## src/rtl/tpd_pkg.sv

```systemverilog
package tpd_pkg;
  localparam int unsigned BYTE_W = 8;
  localparam logic [7:0] ADDR_STATUS  = 8'h02;
  localparam logic [7:0] ADDR_REL_PKT = 8'h12;
  localparam logic [7:0] ADDR_ABS_PKT = 8'h14;
  localparam int unsigned REL_BYTES = 3;
  localparam int unsigned ABS_BYTES = 4;

  typedef enum logic [3:0] {
    ST_IDLE,
    ST_RD_REQ,
    ST_RD_WAIT,
    ST_CLR_REQ,
    ST_CLR_WAIT,
    ST_PROC,
    ST_DIV,
    ST_DONE
  } tpd_state_e;
endpackage

```

## src/rtl/tpd_edge.sv

```systemverilog
module tpd_edge (
  input  logic clk_i,
  input  logic rst_ni,
  input  logic lvl_i,
  input  logic take_i,
  output logic pend_o
);
  logic lvl_q;
  logic rise;

  assign rise = lvl_i & ~lvl_q;

  always_ff @(posedge clk_i or negedge rst_ni) begin
    if (!rst_ni) begin
      lvl_q  <= 1'b0;
      pend_o <= 1'b0;
    end else begin
      lvl_q  <= lvl_i;
      pend_o <= rise | (pend_o & ~take_i);
    end
  end

  AST_RISE_LATCHED: assert property (@(posedge clk_i) disable iff (!rst_ni)
    (lvl_i && !lvl_q) |=> pend_o);
endmodule

```

## src/rtl/tpd_decode.sv

```systemverilog
module tpd_decode #(
  parameter int unsigned CW = 16
) (
  input  logic          rel_i,
  input  logic          tap_en_i,
  input  logic [7:0]    b0_i,
  input  logic [7:0]    b1_i,
  input  logic [7:0]    b2_i,
  input  logic [5:0]    b3_i,
  output logic [CW-1:0] x_o,
  output logic [CW-1:0] y_o,
  output logic [5:0]    z_o,
  output logic          btn_o,
  output logic          idle_o
);
  // CW must exceed 12 so the absolute zero-extension is non-empty
  always_comb begin
    if (rel_i) begin
      x_o    = {{(CW-8){b0_i[4]}}, b1_i};
      y_o    = {{(CW-8){b0_i[5]}}, b2_i};
      z_o    = '0;
      btn_o  = tap_en_i & b0_i[0];
      idle_o = 1'b0;
    end else begin
      x_o    = {{(CW-12){1'b0}}, b2_i[3:0], b0_i};
      y_o    = {{(CW-12){1'b0}}, b2_i[7:4], b1_i};
      z_o    = b3_i;
      btn_o  = 1'b0;
      idle_o = ~|{b0_i, b1_i, b2_i, b3_i};
    end
  end
endmodule

```

## src/rtl/tpd_div.sv

```systemverilog
module tpd_div #(
  parameter int unsigned NW = 32,
  parameter int unsigned DVW = 16,
  parameter int unsigned QW = 16
) (
  input  logic           clk_i,
  input  logic           rst_ni,
  input  logic           start_i,
  input  logic [NW-1:0]  dividend_i,
  input  logic [DVW-1:0] divisor_i,
  output logic           busy_o,
  output logic           done_o,
  output logic [QW-1:0]  quot_o
);
  localparam int unsigned CNT_W = $clog2(NW + 1);

  logic [NW-1:0]  dvd_q;
  logic [DVW-1:0] div_q;
  logic [DVW-1:0] rem_q;
  logic [CNT_W-1:0] cnt_q;
  logic [DVW:0]   trial;
  logic [DVW:0]   diff;
  logic           ge;

  assign trial = {rem_q, dvd_q[NW-1]};
  assign ge    = trial >= {1'b0, div_q};
  assign diff  = trial - {1'b0, div_q};
  assign quot_o = dvd_q[QW-1:0];

  always_ff @(posedge clk_i or negedge rst_ni) begin
    if (!rst_ni) begin
      dvd_q  <= '0;
      div_q  <= '0;
      rem_q  <= '0;
      cnt_q  <= '0;
      busy_o <= 1'b0;
      done_o <= 1'b0;
    end else begin
      done_o <= 1'b0;
      if (start_i) begin
        dvd_q  <= dividend_i;
        div_q  <= divisor_i;
        rem_q  <= '0;
        cnt_q  <= CNT_W'(NW);
        busy_o <= 1'b1;
      end else if (busy_o) begin
        rem_q <= ge ? diff[DVW-1:0] : trial[DVW-1:0];
        dvd_q <= {dvd_q[NW-2:0], ge};
        cnt_q <= cnt_q - 1'b1;
        if (cnt_q == CNT_W'(1)) begin
          busy_o <= 1'b0;
          done_o <= 1'b1;
        end
      end
    end
  end

  AST_DIV_START_IDLE: assert property (@(posedge clk_i) disable iff (!rst_ni)
    start_i |-> !busy_o);
  AST_DIV_NONZERO: assert property (@(posedge clk_i) disable iff (!rst_ni)
    start_i |-> divisor_i != '0);
endmodule

```

## src/rtl/tpd_axis.sv

```systemverilog
module tpd_axis #(
  parameter int unsigned CW = 16
) (
  input  logic          clk_i,
  input  logic          rst_ni,
  input  logic          start_i,
  input  logic [CW-1:0] v_i,
  input  logic [CW-1:0] lo_i,
  input  logic [CW-1:0] hi_i,
  input  logic [CW-1:0] res_i,
  output logic [CW-1:0] clip_o,
  output logic [CW-1:0] quot_o,
  output logic          done_o
);
  localparam int unsigned PW = 2 * CW;

  logic [CW-1:0] lo_clamped;
  logic [CW-1:0] offs;
  logic [PW-1:0] prod;
  logic          busy;

  assign lo_clamped = (v_i < lo_i) ? lo_i : v_i;
  assign clip_o     = (lo_clamped > hi_i) ? hi_i : lo_clamped;
  assign offs       = clip_o - lo_i;
  assign prod       = {{CW{1'b0}}, offs} * {{CW{1'b0}}, res_i};

  tpd_div #(.NW(PW), .DVW(CW), .QW(CW)) u_div (
    .clk_i      (clk_i),
    .rst_ni     (rst_ni),
    .start_i    (start_i),
    .dividend_i (prod),
    .divisor_i  (hi_i - lo_i),
    .busy_o     (busy),
    .done_o     (done_o),
    .quot_o     (quot_o)
  );

  AST_DONE_AFTER_BUSY: assert property (@(posedge clk_i) disable iff (!rst_ni)
    done_o |-> !busy && $past(busy));
endmodule

```

## src/rtl/touch_packet_decoder.sv

```systemverilog
module touch_packet_decoder #(
  parameter int unsigned CW = 16,
  parameter int unsigned AW = 5
) (
  input  logic          clk_i,
  input  logic          rst_ni,
  input  logic          drdy_i,
  input  logic          rel_mode_i,
  input  logic          tap_en_i,
  input  logic          clip_en_i,
  input  logic          scale_en_i,
  input  logic [CW-1:0] win_x_min_i,
  input  logic [CW-1:0] win_x_max_i,
  input  logic [CW-1:0] win_y_min_i,
  input  logic [CW-1:0] win_y_max_i,
  input  logic [CW-1:0] res_x_i,
  input  logic [CW-1:0] res_y_i,
  output logic          req_valid_o,
  input  logic          req_ready_i,
  output logic          req_write_o,
  output logic [AW-1:0] req_addr_o,
  output logic [7:0]    req_wdata_o,
  input  logic          rsp_valid_i,
  input  logic [7:0]    rsp_rdata_i,
  output logic          out_valid_o,
  output logic          out_rel_o,
  output logic [CW-1:0] out_x_o,
  output logic [CW-1:0] out_y_o,
  output logic [5:0]    out_z_o,
  output logic          out_btn_o
);
  import tpd_pkg::*;

  localparam int unsigned NAX = 2;

  tpd_state_e state_q;
  logic [1:0] idx_q, last_idx;
  logic       mode_q;
  logic [7:0] b0_q, b1_q, b2_q;
  logic [5:0] b3_q;
  logic       pend, take;
  logic [AW-1:0] base_addr;

  logic [CW-1:0] dec_x, dec_y;
  logic [5:0]    dec_z;
  logic          dec_btn, dec_idle;
  logic          do_clip, do_scale, div_start;

  logic [NAX-1:0][CW-1:0] ax_raw, ax_lo, ax_hi, ax_res, ax_clip, ax_quot;
  logic [NAX-1:0]         ax_done;

  logic idle_q, act_clip_q, act_scale_q;

  assign take      = (state_q == ST_IDLE) && pend;
  assign last_idx  = mode_q ? 2'(REL_BYTES - 1) : 2'(ABS_BYTES - 1);
  assign base_addr = mode_q ? AW'(ADDR_REL_PKT) : AW'(ADDR_ABS_PKT);

  assign req_valid_o = (state_q == ST_RD_REQ) || (state_q == ST_CLR_REQ);
  assign req_write_o = (state_q == ST_CLR_REQ);
  assign req_addr_o  = req_write_o ? AW'(ADDR_STATUS) : base_addr + AW'(idx_q);
  assign req_wdata_o = 8'h00;
  assign out_valid_o = (state_q == ST_DONE);

  tpd_edge u_edge (
    .clk_i  (clk_i),
    .rst_ni (rst_ni),
    .lvl_i  (drdy_i),
    .take_i (take),
    .pend_o (pend)
  );

  tpd_decode #(.CW(CW)) u_decode (
    .rel_i    (mode_q),
    .tap_en_i (tap_en_i),
    .b0_i     (b0_q),
    .b1_i     (b1_q),
    .b2_i     (b2_q),
    .b3_i     (b3_q),
    .x_o      (dec_x),
    .y_o      (dec_y),
    .z_o      (dec_z),
    .btn_o    (dec_btn),
    .idle_o   (dec_idle)
  );

  assign do_clip   = ~mode_q & clip_en_i & ~dec_idle;
  assign do_scale  = do_clip & scale_en_i;
  assign div_start = (state_q == ST_PROC) && do_scale;

  assign ax_raw = {dec_y, dec_x};
  assign ax_lo  = {win_y_min_i, win_x_min_i};
  assign ax_hi  = {win_y_max_i, win_x_max_i};
  assign ax_res = {res_y_i, res_x_i};

  for (genvar g = 0; g < NAX; g++) begin : g_axis
    tpd_axis #(.CW(CW)) u_axis (
      .clk_i   (clk_i),
      .rst_ni  (rst_ni),
      .start_i (div_start),
      .v_i     (ax_raw[g]),
      .lo_i    (ax_lo[g]),
      .hi_i    (ax_hi[g]),
      .res_i   (ax_res[g]),
      .clip_o  (ax_clip[g]),
      .quot_o  (ax_quot[g]),
      .done_o  (ax_done[g])
    );
  end

  always_ff @(posedge clk_i or negedge rst_ni) begin
    if (!rst_ni) begin
      state_q     <= ST_IDLE;
      idx_q       <= '0;
      mode_q      <= 1'b0;
      b0_q        <= '0;
      b1_q        <= '0;
      b2_q        <= '0;
      b3_q        <= '0;
      out_rel_o   <= 1'b0;
      out_x_o     <= '0;
      out_y_o     <= '0;
      out_z_o     <= '0;
      out_btn_o   <= 1'b0;
      idle_q      <= 1'b0;
      act_clip_q  <= 1'b0;
      act_scale_q <= 1'b0;
    end else begin
      unique case (state_q)
        ST_IDLE: if (pend) begin
          state_q <= ST_RD_REQ;
          idx_q   <= '0;
          mode_q  <= rel_mode_i;
        end
        ST_RD_REQ: if (req_ready_i) state_q <= ST_RD_WAIT;
        ST_RD_WAIT: if (rsp_valid_i) begin
          unique case (idx_q)
            2'd0: b0_q <= rsp_rdata_i;
            2'd1: b1_q <= rsp_rdata_i;
            2'd2: b2_q <= rsp_rdata_i;
            default: b3_q <= rsp_rdata_i[5:0];
          endcase
          if (idx_q == last_idx) begin
            state_q <= ST_CLR_REQ;
          end else begin
            idx_q   <= idx_q + 1'b1;
            state_q <= ST_RD_REQ;
          end
        end
        ST_CLR_REQ: if (req_ready_i) state_q <= ST_CLR_WAIT;
        ST_CLR_WAIT: if (rsp_valid_i) state_q <= ST_PROC;
        ST_PROC: begin
          out_rel_o   <= mode_q;
          out_z_o     <= dec_z;
          out_btn_o   <= dec_btn;
          idle_q      <= dec_idle;
          act_clip_q  <= do_clip;
          act_scale_q <= do_scale;
          out_x_o     <= do_clip ? ax_clip[0] : dec_x;
          out_y_o     <= do_clip ? ax_clip[1] : dec_y;
          state_q     <= do_scale ? ST_DIV : ST_DONE;
        end
        ST_DIV: if (&ax_done) begin
          out_x_o <= ax_quot[0];
          out_y_o <= ax_quot[1];
          state_q <= ST_DONE;
        end
        ST_DONE: state_q <= ST_IDLE;
        default: state_q <= ST_IDLE;
      endcase
    end
  end

  // handshake counters for checking only
  logic [2:0] chk_rd_q, chk_wr_q;
  always_ff @(posedge clk_i or negedge rst_ni) begin
    if (!rst_ni) begin
      chk_rd_q <= '0;
      chk_wr_q <= '0;
    end else if (take) begin
      chk_rd_q <= '0;
      chk_wr_q <= '0;
    end else if (req_valid_o && req_ready_i) begin
      if (req_write_o) chk_wr_q <= chk_wr_q + 1'b1;
      else             chk_rd_q <= chk_rd_q + 1'b1;
    end
  end

  AST_REQ_HOLD: assert property (@(posedge clk_i) disable iff (!rst_ni)
    req_valid_o && !req_ready_i |=> req_valid_o && $stable(req_addr_o) && $stable(req_write_o));
  AST_RD_COUNT: assert property (@(posedge clk_i) disable iff (!rst_ni)
    out_valid_o |-> chk_rd_q == (out_rel_o ? 3'd3 : 3'd4));
  AST_CLR_ONCE: assert property (@(posedge clk_i) disable iff (!rst_ni)
    out_valid_o |-> chk_wr_q == 3'd1);
  AST_VALID_PULSE: assert property (@(posedge clk_i) disable iff (!rst_ni)
    out_valid_o |=> !out_valid_o);
  AST_REL_FIELDS: assert property (@(posedge clk_i) disable iff (!rst_ni)
    out_valid_o && out_rel_o |-> out_z_o == '0);
  AST_CLIP_RANGE: assert property (@(posedge clk_i) disable iff (!rst_ni)
    out_valid_o && act_clip_q && !act_scale_q |->
      out_x_o >= win_x_min_i && out_x_o <= win_x_max_i &&
      out_y_o >= win_y_min_i && out_y_o <= win_y_max_i);
  AST_IDLE_ZERO: assert property (@(posedge clk_i) disable iff (!rst_ni)
    out_valid_o && idle_q |-> out_x_o == '0 && out_y_o == '0 && out_z_o == '0);
endmodule

```

## config.mk

```make
export PLATFORM = sky130hd
export DESIGN_NAME = touch_packet_decoder
export DESIGN_NICKNAME = d
export VERILOG_FILES = /design/src/rtl/tpd_pkg.sv /design/src/rtl/tpd_edge.sv /design/src/rtl/tpd_decode.sv /design/src/rtl/tpd_div.sv /design/src/rtl/tpd_axis.sv /design/src/rtl/touch_packet_decoder.sv
export SDC_FILE = /design/constraint.sdc
export NUM_CORES = 2
export LEC_CHECK = 0
export CORE_ASPECT_RATIO = 0.5
export CORE_MARGIN = 4
export CORE_UTILIZATION = 60
export DETAILED_ROUTE_END_ITERATION = 10
export PLACE_DENSITY = 0.8
export SYNTH_ARGS = -nofsm -noshare
export SYNTH_HDL_FRONTEND = slang
export SYNTH_SLANG_ARGS = --single-unit
```

## constraint.sdc

```tcl
create_clock -name clk_i -period 24 [get_ports clk_i]
set_input_delay 7.2 -clock clk_i [delete_from_list [all_inputs] [get_ports clk_i]]
set_output_delay 7.2 -clock clk_i [all_outputs]
set_load 0.01 [all_outputs]
```

==> flow_summary.toml <==
[layout]
n_fill_cell = 4550
drive_gt1_frac = 0.0454
multiInputGateArea_sq_um = 25300
regArea_sq_um = 5560
fin_nets = 4807
syn2layout_area_growth_pct = 9.06

[route]
vias = 27500
drc = 0
wirelength_um = 91300
antenna_left = 0
detail_route.wl_per_cell_um = 19.5
drt_iter0_markers = 2092
first_pass_iters = 5
vias_per_cell = 5.87

[critical_path]
end_kind = "flop"
cp_slowest_cell = "o221a_2"
crit_start = "win_y_min_i[9]"
path_max_fanout = 40
crit_family = "compound AO/OA/AOI/OAI gates"
critPathMaxStageDelay_ns = 0.85
rrSetupSlack_ns = 9.93
critical_path_arrival_ns = 20.40
r2r_start = "mode_q"
cp.required_ns = 24.39
crit_type = "in -> reg"
critPathLaunchType = "input pin"
critPathBufInv = 7
path_common_cell = "fa_1"

[yosys]
synth-warning-count = 0
avgSynthCellArea_sq_um = 8.70
syn_inst = 3859
ys_types = 72
mappedNetlistArea_sq_um = 33600
synth.yosys.seq_area_share = 0.165
synth-seq-cells = 222
post-synth-top-count-cell = "inv_1"
yosys-top-cells-count = "inv_1, nand2_1, fa_1"
synth_edf_count = 0
synthTopCellsByArea = "fa_1, dfrtp_1, ha_1"
ys_dominant_reg_cell = "dfrtp_1"
synthArstFlopShare = 1.00
synth_top_area_frac = 0.235
synth_top_cell_by_area = "fa_1"

[clocking]
cts_max_path_buffers = 3
ctsResizeCount = 0
h-tree-depth = 1
holdBufCountCts = 0
cts-root-buf = "clkbuf_16"
cts_buffers = 25
path_clk_slew_ns = 0.06
cts_tree = "built"
clkSinkCount = 222
insertion_delay_ns = 0.55
post-cts-setup-buffer-count = 0

[timing]
rsz0062_at_grt = "false"
period_minus_slack_ns = 20.01
hold_violations = 0
finClkSkew_ns = 0.0253
relSlewSlack = 0.199
timing.fmax_ghz = 0.0500
post-route-period-util = 0.834
worst_pin_slew_ns = 1.20
setup_viol = 0
setup_tns_ns = 0
maxSlewViolCount = 0

[hold_path]
hold_class = "reg -> reg"
min_from = "u_edge.lvl_q"

[global_route]
antenna_found_initial = 3
first_global_vias = 28400
grt_util_all_layers = 0.308
grt_first_pass_wirelength_um = 150000
grt_max_degree = 111
grt_overflow = 0

[placed_design]
place_congestion = 1.00
dpl.hpwl_um = 72400
io_buffers = 160

[floorplan]
ios = 169
die_w_um = 343
dieHeight_um = 175
initial_core_util = 0.616
die-area_sq_um = 60000
coreArea_sq_um = 54500
num_rows = 60

[run]
cap_viol_max_count = 0

[outcome]
run_status = "finished, final reports clean"
routing by layer:
layer  GRT usage  vias up  share of wire
li1            -    12800              -
met1       0.407    13600           0.42
met2       0.536      970           0.49
met3      0.0351      202          0.057
met4      0.0957        0          0.035
met5           0        -              0
layout make-up:
cell class	count	share of cell area
antenna	1	0.0000684
clock buffer	35	0.0184
clock inverter	7	0.00195
inverter	589	0.0604
multi-input combinational	2896	0.691
sequential	222	0.152
tap	744	0.0254
timing repair buffer	194	0.0509
logic make-up after synthesis:
logic type	after synthesis	synth area share
AND/OR/NAND/NOR	1135	0.162
adder cells (fa/ha/maj)	766	0.374
buffers and inverters	748	0.0848
AO/OA/AOI/OAI	680	0.124
flip-flops	222	0.165
multiplexers	168	0.0532
XOR/XNOR	139	0.0363
other	1	0.000112
final timing paths:
path / to / cells after the start
max: g_axis[1].u_axis.u_div.dvd_q[29] / 49
min: u_edge.pend_o / 1
max reg2reg: g_axis[1].u_axis.u_div.dvd_q[29] / 49
min reg2reg: u_edge.pend_o / 1
max in group asynchronous: out_z_o[0] / 2
min in group asynchronous: out_x_o[8] / 1
sequential cells by signal (all words and copies together), names as in the netlist, 2 cells and up:
signal and cells:
b0_q 8, b1_q 8, b2_q 8, b3_q 6
g_axis.u_axis.u_div.busy_o 2, g_axis.u_axis.u_div.cnt_q 12, g_axis.u_axis.u_div.div_q 32, g_axis.u_axis.u_div.done_o 2
g_axis.u_axis.u_div.dvd_q 64, g_axis.u_axis.u_div.rem_q 32, idx_q 2, out_x_o 16
out_y_o 16, out_z_o 6, state_q 3
stage by stage:
stage / hold WS [ns] / area, sq um / utilization / cells / setup WS (ns)
after floorplan: 0.410 / 33600 / - / 3866 / 5.69
after global placement: 0.431 / 35900 / 0.658 / 4645 / 3.76
after detailed placement: 0.434 / 35900 / 0.658 / 4645 / 3.59
after CTS: 0.440 / 36600 / 0.672 / 4687 / 4.16
after global routing: 0.463 / 36600 / 0.672 / 4688 / 3.06
final: 0.442 / 36600 / 0.672 / 4688 / 3.99
cell usage in the layout, fill, tap and decap left out, types with 9 or more instances in the layout:
master	count
a21boi_0	9
a221o_1	18
nand4_1	24
o41ai_1	11
xor2_1	34
clkbuf_16	25
nand3_1	57
nor2_1	136
o21ai_0	233
nor2b_1	61
a21oi_1	177
nand2_1	496
mux2_2	80
buf_4	34
and3_1	19
or3_1	12
nor3_1	45
and2_1	211
o21bai_1	20
a211oi_1	24
mux2i_1	87
fa_1	394
o211ai_1	9
xnor2_1	94
clkbuf_1	9
nand2b_1	28
nor4_1	13
o21a_1	30
o22ai_1	10
inv_1	588
a31oi_1	26
dfrtp_1	220
clkdlybuf4s50_1	159
a21o_1	50
ha_1	372
worst register-to-register path: cells and delay by family (launching register included):
family | cells | cell delay [ns]
compound gates | 22 | 5.41
buf+inv | 5 | 0.47
flops | 1 | 0.55
fa+ha+maj | 11 | 4.62
xor+xnor | 2 | 0.26
simple gates | 9 | 2.65
Power is not shown: default switching activity piles up to over one toggle a cycle in this logic, so the estimate is an artifact.
